<file path="config.mk">
export PLATFORM = sky130hd
export DESIGN_NAME = hotswap_link_ctrl
export DESIGN_NICKNAME = d
export VERILOG_FILES = /design/src/rtl/hsl_pkg.sv /design/src/rtl/hsl_sync.sv /design/src/rtl/hsl_stop_detect.sv /design/src/rtl/hsl_idle_timer.sv /design/src/rtl/hotswap_link_ctrl.sv
export SDC_FILE = /design/constraint.sdc
export NUM_CORES = 1
export LEC_CHECK = 0
export ABC_CLOCK_PERIOD_IN_PS = 2200
export BUFFER_PORTS_ARGS = -buffer_cell sky130_fd_sc_hd__buf_2
export CAP_MARGIN = 25
export CORE_AREA = 2 2 41 61
export CTS_BUF_LIST = sky130_fd_sc_hd__clkbuf_8 sky130_fd_sc_hd__clkbuf_16
export CTS_CLUSTER_DIAMETER = 200
export CTS_CLUSTER_SIZE = 8
export DETAILED_ROUTE_END_ITERATION = 10
export DIE_AREA = 0 0 43 63
export GPL_TIMING_DRIVEN = 0
export SKIP_LAST_GASP = 1
export SYNTH_ARGS = -nofsm -noshare
export SYNTH_HDL_FRONTEND = slang
export SYNTH_SLANG_ARGS = --single-unit
</file>
<file path="constraint.sdc">
create_clock -name clk -period 2.2 [get_ports clk]
set_clock_uncertainty 0.2 [all_clocks]
set_input_delay 0.33 -clock clk [delete_from_list [all_inputs] [get_ports clk]]
set_output_delay 0.33 -clock clk [all_outputs]
set_load 0.02 [all_outputs]
</file>
<file path="src/rtl/hsl_pkg.sv">
package hsl_pkg;
  typedef enum logic [1:0] {
    LINK_START  = 2'd0,
    LINK_WAIT   = 2'd1,
    LINK_ACTIVE = 2'd2
  } link_state_e;
endpackage

</file>
<file path="src/rtl/hsl_sync.sv">
module hsl_sync #(
  parameter int          W         = 2,
  parameter logic [W-1:0] RESET_VAL = '1
) (
  input  logic         clk,
  input  logic         rst_n,
  input  logic [W-1:0] d_i,
  output logic [W-1:0] q_o
);
  logic [W-1:0] stage1;
  logic [W-1:0] stage2;

  always_ff @(posedge clk or negedge rst_n) begin
    if (!rst_n) begin
      stage1 <= RESET_VAL;
      stage2 <= RESET_VAL;
    end else begin
      stage1 <= d_i;
      stage2 <= stage1;
    end
  end

  assign q_o = stage2;
endmodule

</file>
<file path="src/rtl/hsl_stop_detect.sv">
module hsl_stop_detect (
  input  logic clk,
  input  logic rst_n,
  input  logic arm_i,
  input  logic sda_s_i,
  input  logic scl_s_i,
  output logic stop_o
);
  logic sda_prev;

  always_ff @(posedge clk or negedge rst_n) begin
    if (!rst_n) sda_prev <= 1'b1;
    else        sda_prev <= sda_s_i;
  end

  // rising data line while the clock line is high
  assign stop_o = arm_i & scl_s_i & sda_s_i & ~sda_prev;
endmodule

</file>
<file path="src/rtl/hsl_idle_timer.sv">
module hsl_idle_timer #(
  parameter int IDLE_CYCLES = 1000,
  localparam int CW = $clog2(IDLE_CYCLES + 1)
) (
  input  logic          clk,
  input  logic          rst_n,
  input  logic          arm_i,
  input  logic          sda_s_i,
  input  logic          scl_s_i,
  output logic          expired_o,
  output logic [CW-1:0] count_o
);
  localparam logic [CW-1:0] LIMIT = CW'(IDLE_CYCLES);

  function automatic logic [CW-1:0] next_count(input logic [CW-1:0] cur,
                                               input logic run);
    if (!run)           return '0;
    else if (cur == LIMIT) return LIMIT;
    else                return cur + 1'b1;
  endfunction

  logic [CW-1:0] count_q;

  always_ff @(posedge clk or negedge rst_n) begin
    if (!rst_n) count_q <= '0;
    else        count_q <= next_count(count_q, arm_i & sda_s_i & scl_s_i);
  end

  assign expired_o = (count_q == LIMIT);
  assign count_o   = count_q;
endmodule

</file>
<file path="src/rtl/hotswap_link_ctrl.sv">
module hotswap_link_ctrl #(
  parameter int IDLE_CYCLES = 1000,
  localparam int CNT_W = $clog2(IDLE_CYCLES + 1)
) (
  input  logic clk,
  input  logic rst_n,
  input  logic enable_i,
  input  logic card_sda_i,
  input  logic card_scl_i,
  input  logic bp_sda_i,
  input  logic bp_scl_i,
  output logic connect_o,
  output logic precharge_o,
  output logic ready_o
);
  import hsl_pkg::*;

  link_state_e state_q, state_d;
  logic        pending_q, pending_d;
  logic [1:0]  card_s;   // {sda, scl}
  logic [1:0]  bp_s;     // {sda, scl}
  logic        detect_arm;
  logic        stop_evt;
  logic        idle_expired;
  logic [CNT_W-1:0] idle_count;
  logic        bp_high;
  logic        qual_any;

  hsl_sync #(.W(2), .RESET_VAL(2'b11)) u_sync_card (
    .clk(clk), .rst_n(rst_n), .d_i({card_sda_i, card_scl_i}), .q_o(card_s)
  );

  hsl_sync #(.W(2), .RESET_VAL(2'b11)) u_sync_bp (
    .clk(clk), .rst_n(rst_n), .d_i({bp_sda_i, bp_scl_i}), .q_o(bp_s)
  );

  assign detect_arm = (state_q != LINK_START);

  hsl_stop_detect u_stop (
    .clk(clk), .rst_n(rst_n), .arm_i(detect_arm),
    .sda_s_i(card_s[1]), .scl_s_i(card_s[0]), .stop_o(stop_evt)
  );

  hsl_idle_timer #(.IDLE_CYCLES(IDLE_CYCLES)) u_timer (
    .clk(clk), .rst_n(rst_n), .arm_i(detect_arm),
    .sda_s_i(card_s[1]), .scl_s_i(card_s[0]),
    .expired_o(idle_expired), .count_o(idle_count)
  );

  assign bp_high  = &bp_s;
  assign qual_any = pending_q | stop_evt | idle_expired;

  always_comb begin
    state_d = state_q;
    if (!enable_i) begin
      state_d = LINK_START;
    end else begin
      unique case (state_q)
        LINK_START:  state_d = LINK_WAIT;
        LINK_WAIT:   if (bp_high && qual_any) state_d = LINK_ACTIVE;
        LINK_ACTIVE: state_d = LINK_ACTIVE;
        default:     state_d = LINK_START;
      endcase
    end
  end

  always_comb begin
    pending_d = 1'b0;
    if (state_d == LINK_WAIT && state_q == LINK_WAIT) pending_d = qual_any;
  end

  always_ff @(posedge clk or negedge rst_n) begin
    if (!rst_n) begin
      state_q     <= LINK_START;
      pending_q   <= 1'b0;
      connect_o   <= 1'b0;
      precharge_o <= 1'b0;
      ready_o     <= 1'b0;
    end else begin
      state_q     <= state_d;
      pending_q   <= pending_d;
      connect_o   <= (state_d == LINK_ACTIVE);
      precharge_o <= (state_d == LINK_WAIT);
      ready_o     <= (state_d == LINK_ACTIVE);
    end
  end
endmodule

</file>
; Word level (Yosys, flattened, before mapping)
; Index checks and enable logic that the tools add are counted.
[totals]
output_inout_bits = 3
word_cells = 35
regBits = 24
[classes]
addsub = 1
eq_ne = 5
bitwise_logic = 8
muxes = 6
reduce_logical = 5
[ops]
columns = operator, n
row1 = 2-to-1 mux 10 bit, 2
row2 = adder 10 x 1 -> 10 bit (second input constant), 1
row3 = == test 10 bit (second input constant), 1
row4 = case mux 2 bit (3 select lines), 1
row5 = bitwise AND 1 bit, 5
row6 = == test 2 x 1 -> 1 bit (second input constant), 2
row7 = == test 2 bit (second input constant), 2
row8 = 2-to-1 mux 2 bit, 2
row9 = logical AND 1 bit, 2
row10 = logical NOT 2 bit, 1
row11 = OR 1 bit, 2
row12 = AND reduction 2 bit, 1
row13 = nonzero test 2 bit, 1
row14 = 2-to-1 mux 1 bit, 1
row15 = inverter 1 bit, 1

; Longest topological paths before layout
; Gate-level depths: netlist of run 1.
[depth]
word_depth = 13
depth_mapped = 6
mapped_depth_nobuf = 6

; Modules after synthesis
; A second synthesis of run 1 with hierarchy kept.
[unflattened]
cells_unflattened = 79
hier_area_um2 = 988.4
[by_module_without_submodules]
columns = module, area_per_inst_um2, cells_each, n_inst, seq_area_each_um2
row1 = hsl_idle_timer, 514.2, 53, 1, 250.2
row2 = hotswap_link_ctrl, 227.7, 16, 1, 125.1
row3 = hsl_sync, 105.1, 4, 2, 105.1
row4 = hsl_stop_detect, 36.3, 2, 1, 26.3

; Worst setup path after synthesis of run 1
; OpenSTA, ideal clock, no wires.
[synth_timing]
path_type = register to register
from = register u_timer.count_q[0], in the netlist u_timer.count_o[0]
to = register pending_q
path_buffers = 0
arrival_time_ns = 1.481
path_slack_ns = 0.452
setup_ns = 0.067
stages_incl_launch_ff = 7
period_less_slack_ns = 1.748
path_cell_list = dfrtp_1 -> inv_1 -> ha_1 -> nand2_1 -> or4_4 -> a31oi_4 -> and3b_1
[synth_via]
elab_chain_cells = 9
[synth_lines]
columns = element, line_no
row1 = "start, declared", hsl_idle_timer.sv:22  ; logic [CW-1:0] count_q;
row2 = "start signal, assigned", hsl_idle_timer.sv:26  ; else count_q <= next_count(count_q, arm_i & sda_s_i & scl_s_i);
row3 = == test 10 bit (*), hsl_idle_timer.sv:29  ; assign expired_o = (count_q == LIMIT);
row4 = OR 1 bit (*), hotswap_link_ctrl.sv:51  ; assign qual_any = pending_q | stop_evt | idle_expired;
row5 = logical AND 1 bit, hotswap_link_ctrl.sv:60  ; LINK_WAIT: if (bp_high && qual_any) state_d = LINK_ACTIVE;
row6 = 2-to-1 mux 2 bit, hotswap_link_ctrl.sv:60
row7 = case mux 2 bit (3 select lines), hotswap_link_ctrl.sv:58  ; unique case (state_q)
row8 = 2-to-1 mux 2 bit, hotswap_link_ctrl.sv:55  ; if (!enable_i) begin
row9 = == test 2 x 1 -> 1 bit, hotswap_link_ctrl.sv:69  ; if (state_d == LINK_WAIT && state_q == LINK_WAIT) pending_d = qual_any;
row10 = logical AND 1 bit, hotswap_link_ctrl.sv:69
row11 = 2-to-1 mux 1 bit (*), hotswap_link_ctrl.sv:69
row12 = net pending_d, hotswap_link_ctrl.sv:19  ; logic pending_q, pending_d;
row13 = "end signal, assigned", hotswap_link_ctrl.sv:81  ; pending_q <= pending_d;
row14 = "end, declared", hotswap_link_ctrl.sv:19
; The timed path passes the listed nets; every way through them passes the cells marked *.

; Worst setup path after layout of run 1
[layout_timing]
from = register u_sync_card.stage2[1], in the netlist u_sync_card.q_o[1]
to = register state_q[0]
[layout_via]
elab_chain_cells = 8
[layout_lines]
columns = element, line_no
row1 = "start, declared", hsl_sync.sv:11  ; logic [W-1:0] stage2;
row2 = "start signal, assigned", hsl_sync.sv:19  ; stage2 <= stage1;
row3 = bitwise AND 1 bit (2 in a row), hsl_stop_detect.sv:17  ; assign stop_o = arm_i & scl_s_i & sda_s_i & ~sda_prev;
row4 = OR 1 bit (2 in a row), hotswap_link_ctrl.sv:51
row5 = logical AND 1 bit, hotswap_link_ctrl.sv:60
row6 = 2-to-1 mux 2 bit, hotswap_link_ctrl.sv:60
row7 = case mux 2 bit (3 select lines), hotswap_link_ctrl.sv:58
row8 = 2-to-1 mux 2 bit, hotswap_link_ctrl.sv:55
row9 = net state_d[0], hotswap_link_ctrl.sv:18  ; link_state_e state_q, state_d;
row10 = "end signal, assigned", hotswap_link_ctrl.sv:80  ; state_q <= state_d;
row11 = "end, declared", hotswap_link_ctrl.sv:18
; The timed path passes the listed nets, and every way through them passes these cells.

==> results by group, run 1 <==
Routing
  • DR WL met2: 751 um
  • Post-detailed-route count of antenna-violating nets: 0
  • Detailed-routing iteration count for the pre-antenna-repair pass: 4
  • Vias: 600
  • DRC: 0
  • DRT iter0 DRCs: 3
  • Met3 wire length: 37 um
  • Metal-1 WL: 654 um
  • Highest signal layer in the routed design: met4
  • Drt wl/cell: 12.6 um
  • Total length of routed wires: 1500 um
  • Via/cell ratio: 5.04

Synth
  • Netlist Area Pre-Place: 951 um^2
  • #FFs+latches synth: 24
  • Number of nets produced by synthesis: 87
  • Sequential-to-total area share from yosys stat: 64.3%
  • Post-Syn Area per Cell: 12.2 um^2
  • Number of different library cells in the post-synthesis netlist: 25
  • Count of synthesis-stage warnings from yosys: 0
  • Gate Count Post-Synth: 78

Layout
  • Area added between synthesis and finish: 17.8%
  • Layout net count: 106
  • Number of inserted diodes: 0
  • Number of inserted filler cells in the final layout: 213
  • Share of the core filled with cells in the final layout: 50.7%
  • Share of post-route cells with drive strength above 1: 27.1%

Clock network
  • Clock tree from TritonCTS: done
  • Number of sinks driven by the clock tree: 24
  • Clock edge transition at the registers on the reported setup and hold paths: 0.08 ns
  • Resized Gates After CTS: 0
  • Maximum clock insertion buffer count: 2
  • Worst-Skew Late Latency: 0.27 ns
  • Root cell of the clock tree: clkbuf_8
  • Number of H-tree branching levels: 1
  • Total CTS buffers: 3

Die
  • Core footprint: 0.00221 mm^2
  • Number of standard-cell rows in the floorplan: 21
  • Initial cell density of the core: 43.1%
  • Count of pins on the block boundary: 10
  • Horizontal extent of the die: 43 um
  • Vertical extent of the die: 63 um
  • Total Die Area: 0.00271 mm^2

Worst hold path
  • Path class of the lowest-slack min-delay path: register to register
  • End of the worst hold path: u_sync_bp.q_o[1]
  • HP Start: u_sync_bp.stage1[1]
  • Depth of the worst hold-timing path: 0

Setup path
  • CP Class: register to register
  • Beginning of the worst register-to-register path: u_sync_card.q_o[1]
  • Endpoint class of the critical path: register
  • Worst Path Arrival: 1.82 ns
  • Endpoint of the worst-slack reg-to-reg timing path: state_q[0]
  • Max Fanout on Critical Path: 8
  • Ordered list of cells on the worst path: o211ai_1 -> or2_2 -> a31oi_4 -> a31oi_1
  • Critical Path Slowest Stage Cell: dfstp_2
  • Setup slack on the worst flop-to-flop path: 0.33 ns
  • CP Launch Type: register
  • Critical Path RT: 2.15 ns
  • Number of cells traversed by the worst register-to-register path: 4
  • Critical path's largest stage delay: 0.54 ns

GRT
  • Initial antenna violation count: 0
  • Maximum number of pins on one net before global-route repair: 25
  • Total global routing overflow: 0
  • Vias in the first global route: 629
  • Total routing usage reported by global routing: 13.4%
  • Wire length of the first global-routing pass: 2680 um

Timing
  • Number of pins exceeding their max-slew limit in the final report: 0
  • Final setup TNS: 0 ns
  • FMAX: 534 MHz
  • Actual slew at the worst max-slew pin: 0.630 ns
  • Worst max-slew margin expressed relative to the limit: 57.8%
  • Setup violators final: 0
  • Period utilization: 85.1%
  • Unrepaired setup endpoints after global routing: false
  • Final-report hold violation count: 0
  • Time the worst path needs with I/O delays and setup: 1.87 ns

Power
  • Pwr dens: 682 mW/mm^2
  • Leak Pwr: 0.472 nW
  • Peak supply drop: 0.000383 V

Placement
  • Buffers added on ports: 9
  • DPL Wire Length: 998 um
  • Routability-driven placement congestion ratio: 0.726

Status
  • Status: finished, final reports clean

Flow run
  • Number of violations of the max-capacitance limit: 0
==> cells in the mapped netlist, drive strengths merged <==
master / n / share of area, %
or2b: 2 / 1.6
and3b: 1 / 0.92
a32o: 2 / 2.1
buf: 1 / 0.79
ha: 2 / 2.6
or2: 1 / 0.66
xor2: 2 / 1.8
or3: 2 / 1.4
nand2: 6 / 2.4
dfrtp: 15 / 39
nand4: 1 / 0.66
or4: 1 / 1.2
nand3: 3 / 1.6
xnor2: 4 / 3.7
nor3: 3 / 1.6
nand2b: 1 / 0.66
o211ai: 1 / 0.79
o21ai: 2 / 1.1
nor2: 9 / 3.6
inv: 5 / 2.0
dfstp: 9 / 25
a31oi: 3 / 3.6
a21oi: 2 / 1.1
==> worst max-delay path: cells and delay by family (launching register included) <==
family | cells | cell delay, ns
AOI/OAI and AO/OA | 3 | 0.61
DFF | 1 | 0.54
and+or+nand+nor | 1 | 0.39
==> layer usage <==
| metal | vias up | global-route usage [%] |
|---|---|---|
| met5 | - | 0 |
| met4 | 0 | 9.09 |
| met3 | 5 | 3.47 |
| met2 | 7 | 21.0 |
| met1 | 286 | 15.6 |
| li1 | 302 | - |
==> what timing repair did <==
item	4_1_cts	5_1_grt
setup buffers	0	0
hold buffers	5	0
endpoints found under the hold margin	19	0
==> state kept, by name (all words and copies together), names as in the netlist <==
name                count
pending_q               1
ready_o                 1
u_sync_card.q_o         2
precharge_o             1
u_sync_bp.stage1        2
state_q                 2
u_timer.count_o        10
u_stop.sda_prev         1
u_sync_bp.q_o           2
u_sync_card.stage1      2
==> cells by family after synthesis <==
group           synth area share, %
flops                          64.3
fa+ha+maj                      2.63
simple gates                   16.2
buf+inv                        2.76
xor+xnor                       5.53
compound gates                 8.55
==> worst max-delay path by stage <==
stage / from / endpoint / slack, ns
floorplan: u_timer.count_o[0] / pending_q / 0.45
global placement: u_sync_card.q_o[1] / state_q[0] / 0.36
detailed placement: u_sync_card.q_o[1] / precharge_o / 0.35
CTS: u_sync_card.q_o[1] / state_q[0] / 0.32
global route: u_sync_card.q_o[1] / state_q[0] / 0.22
finish: u_sync_card.q_o[1] / state_q[0] / 0.33
==> stage by stage <==
stage / hold WS, ns / instance area, um^2 / setup slack, ns / cells / total power, W
after floorplan: -0.166 / 951 / 0.452 / 78 / 0.000484
after global placement: 0.123 / 1020 / 0.357 / 110 / 0.000502
after detailed placement: 0.135 / 1020 / 0.346 / 110 / 0.000503
after CTS: 0.158 / 1120 / 0.320 / 119 / 0.000769
after global routing: 0.161 / 1120 / 0.222 / 119 / 0.000800
final: 0.157 / 1120 / 0.329 / 119 / 0.000764
==> power breakdown <==
group	switching, W	internal [W]	total [W]
logic	0.0000210	0.0000151	0.0000361
clock network	0.000138	0.000125	0.000263
registers	0.00000542	0.000459	0.000465
total	0.000164	0.000600	0.000764
==> cell usage in the layout (no fill, tap or decap), drive strengths merged <==
master       instances
inv                  6
nand3                3
nor2                 9
and3b                1
nand2                6
o211ai               1
a31oi                3
o21ai                2
dfrtp               15
dfstp                9
nor3                 3
or2                  1
dlygate4sd3          5
or2b                 2
xnor2                4
nand4                1
buf                 10
clkbuf               3
or4                  1
a32o                 2
xor2                 2
a21oi                2
nand2b               1
ha                   2
or3                  2
==> layout make-up <==
class                           count  area, um^2  area share (%)
Inverter                            5        18.8            1.68
Buffer                              1        7.51           0.670
Clock buffer                        3        41.3            3.69
Sequential cell                    24         612            54.6
Multi-Input combinational cell     48         313            27.9
Timing Repair Buffer               14        95.1            8.49
Clock inverter                      1        3.75           0.335
Tap cell                           23        28.8            2.57
No activity file was read; power rests on OpenSTA's default activity.
==> run 2, diff against run 1 <==
CELL_PAD_IN_SITES_DETAIL_PLACEMENT = 0   (was default)
CELL_PAD_IN_SITES_GLOBAL_PLACEMENT = 1   (was default)
CORE_AREA = 2 2 41 62   (was 2 2 41 61)
DIE_AREA = 0 0 43 64   (was 0 0 43 63)
PLACE_DENSITY_LB_ADDON = 0.1   (was default)
==> run 2 against run 1 <==
  * Clock-buffer cell count up 1
  * Power up 4.0%
  * Combinational power about the same
  * Fmax up 0.81%
  * Worst hold slack about the same
  * Register-to-register slack better by 0.02 ns
  * Largest cell class unchanged
  * Routed wire length down 4.5%
  * Sequential power about the same
  * Critical endpoint unchanged
  * Critical path depth up 2
  * First-iteration DRC count up 67%
  * Flip-flop and latch count unchanged
  * Critical path type unchanged
==> results by group, run 2 (synthesis gave the netlist of run 1 again) <==
Clock network
  • Total CTS buffers: 3 (unchanged)
  • Post-CTS setup buffer count: 0 (unchanged)
  • Root cell of the clock tree: clkbuf_8
  • Clock edge transition at the registers on the reported setup and hold paths: 0.08 ns (about the same)
  • Number of H-tree branching levels: 1 (unchanged)
  • Worst-Skew Late Latency: 0.26 ns (about the same)
  • Maximum clock insertion buffer count: 2 (unchanged)
  • Clock tree from TritonCTS: done
  • Number of sinks driven by the clock tree: 24 (unchanged)

Timing
  • Number of pins exceeding their max-slew limit in the final report: 0 (unchanged)
  • Worst Setup Slack, final: 0.344 ns (+0.0150 ns)
  • FMAX: 539 MHz (+0.81%)
  • Time the worst path needs with I/O delays and setup: 1.86 ns (-0.0150 ns)
  • Final setup TNS: 0 ns (unchanged)
  • Final worst hold slack: 0.158 ns (+0.000330 ns)
  • Unrepaired setup endpoints after global routing: false
  • Worst max-slew margin expressed relative to the limit: 59.3% (+1.5 points)
  • Period utilization: 84.4% (-0.68 points)
  • Setup violators final: 0 (unchanged)
  • Actual slew at the worst max-slew pin: 0.608 ns (-0.0222 ns)
  • Final-report hold violation count: 0 (unchanged)

Routing
  • Vias: 604 (+0.67%)
  • Post-detailed-route count of antenna-violating nets: 0 (unchanged)
  • DRC: 0 (unchanged)
  • Detailed-routing iteration count for the pre-antenna-repair pass: 4 (unchanged)
  • Drt wl/cell: 12.0 um (-4.5%)
  • Total length of routed wires: 1430 um (-4.5%)
  • DRT iter0 DRCs: 5 (+2)
  • Via/cell ratio: 5.08 (+0.67%)

Power
  • Pwr dens: 703 mW/mm^2 (+3.0%)
  • Peak supply drop: 0.000405 V (+5.9%)
  • Leak Pwr: 0.474 nW (+0.39%)

Flow run
  • Number of violations of the max-capacitance limit: 0 (unchanged)

Setup path
  • Endpoint class of the critical path: register
  • CP Class: register to register
  • Critical Path RT: 2.14 ns (about the same)
  • Max Fanout on Critical Path: 5 (-3)
  • CP Launch Type: register
  • Worst Path Arrival: 1.80 ns (-0.02 ns)

Layout
  • Share of the core filled with cells in the final layout: 51.2% (+0.45 points)
  • Layout net count: 106 (unchanged)
  • Share of post-route cells with drive strength above 1: 28.1% (+1.0 points)
  • Area added between synthesis and finish: 18.8%
  • Number of inserted diodes: 0 (unchanged)
  • Most used cells in the layout excluding fill and tap cells: dfrtp_1 (15), nor2_1 (9), buf_2 (9), dfstp_2 (9), nand2_1 (6)
  • Number of flip-flops in the largest register: 10 (unchanged)
  • Most common library cell in the layout ignoring fill and taps: dfrtp_1

GRT
  • Vias in the first global route: 664 (+5.6%)
  • Total routing usage reported by global routing: 13.1% (-0.31 points)
  • Total global routing overflow: 0 (unchanged)
  • Maximum number of pins on one net before global-route repair: 25 (unchanged)
  • Initial antenna violation count: 0 (unchanged)
  • Wire length of the first global-routing pass: 2750 um (+2.6%)

Placement
  • Pre-CTS setup slack: 0.359 ns (+0.0133 ns)
  • DPL Wire Length: 995 um (-0.26%)
  • Routability-driven placement congestion ratio: 0.723 (-0.33%)
  • Buffers added on ports: 9 (unchanged)

Die
  • Horizontal extent of the die: 43 um (unchanged)
  • Vertical extent of the die: 64 um (+1.6%)
  • Total Die Area: 0.00275 mm^2 (+1.6%)
  • Count of pins on the block boundary: 10 (unchanged)
  • Initial cell density of the core: 43.1% (unchanged)
  • Number of standard-cell rows in the floorplan: 21 (unchanged)
  • Core footprint: 0.00221 mm^2 (unchanged)

Status
  • Status: finished, final reports clean

Worst hold path
  • Path class of the lowest-slack min-delay path: register to register
==> run 2: changes by cell type in the layout (fill, tap and decap cells not counted) <==
cell      change
clkbuf_8      +1
inv_1         -1
==> run 2: repair_timing <==
item | 4_1_cts | 5_1_grt
hold endpoints to repair | 19 | 0
resized for setup | 0 | 0
hold buffers | 5 | 0
==> run 2: where the power goes <==
group	switching (W)	leakage [nW]	internal, W
Combinational	0.0000212	0.146	0.0000151
Sequential	0.00000523	0.299	0.000459
Clock	0.000134	0.0288	0.000160
==> run 2: final timing paths <==
path	slack, ns	depth (start not counted)	end	from
worst max-delay path	0.34	6	state_q[0]	u_timer.count_o[0]
worst min-delay path	0.16	0	u_sync_card.q_o[0]	u_sync_card.stage1[0]
worst max register to register	0.34	6	state_q[0]	u_timer.count_o[0]
worst min register to register	0.16	0	u_sync_card.q_o[0]	u_sync_card.stage1[0]
max in group asynchronous	1.07	2	u_sync_card.stage1[1]	rst_n
min in group asynchronous	0.36	2	u_timer.count_o[8]	rst_n
==> run 2: routing by layer <==
| metal | routed length, um | GRT usage, % | vias to the layer above |
|---|---|---|---|
| li1 | - | - | 298 |
| met1 | 687 | 15.7 | 296 |
| met2 | 680 | 21.0 | 8 |
| met3 | 44 | 2.82 | 2 |
| met4 | 19 | 7.95 | 0 |
| met5 | 0 | 0 | - |
==> run 2: through the flow <==
step                cells  area [um^2]  total power (W)
floorplan              78          951         0.000484
global placement      110         1020         0.000502
detailed placement    110         1020         0.000503
CTS                   119         1130         0.000807
global route          119         1130         0.000823
finish                119         1130         0.000794
==> run 2: cell type report <==
class	count	area, um^2
buffer	1	7.51
clock buffer	4	55.1
fill	220	1080
inverter	5	18.8
multi-input combinational	48	313
sequential	24	612
tap	23	28.8
timing repair buffer	14	95.1
==> run 2: worst max-delay path: stages (launching register included) <==
cell and delay [ns]:
dfrtp_1 0.43, inv_1 0.08, ha_1 0.14, nand2_1 0.05
or4_4 0.50, a31oi_4 0.23, a31oi_1 0.12
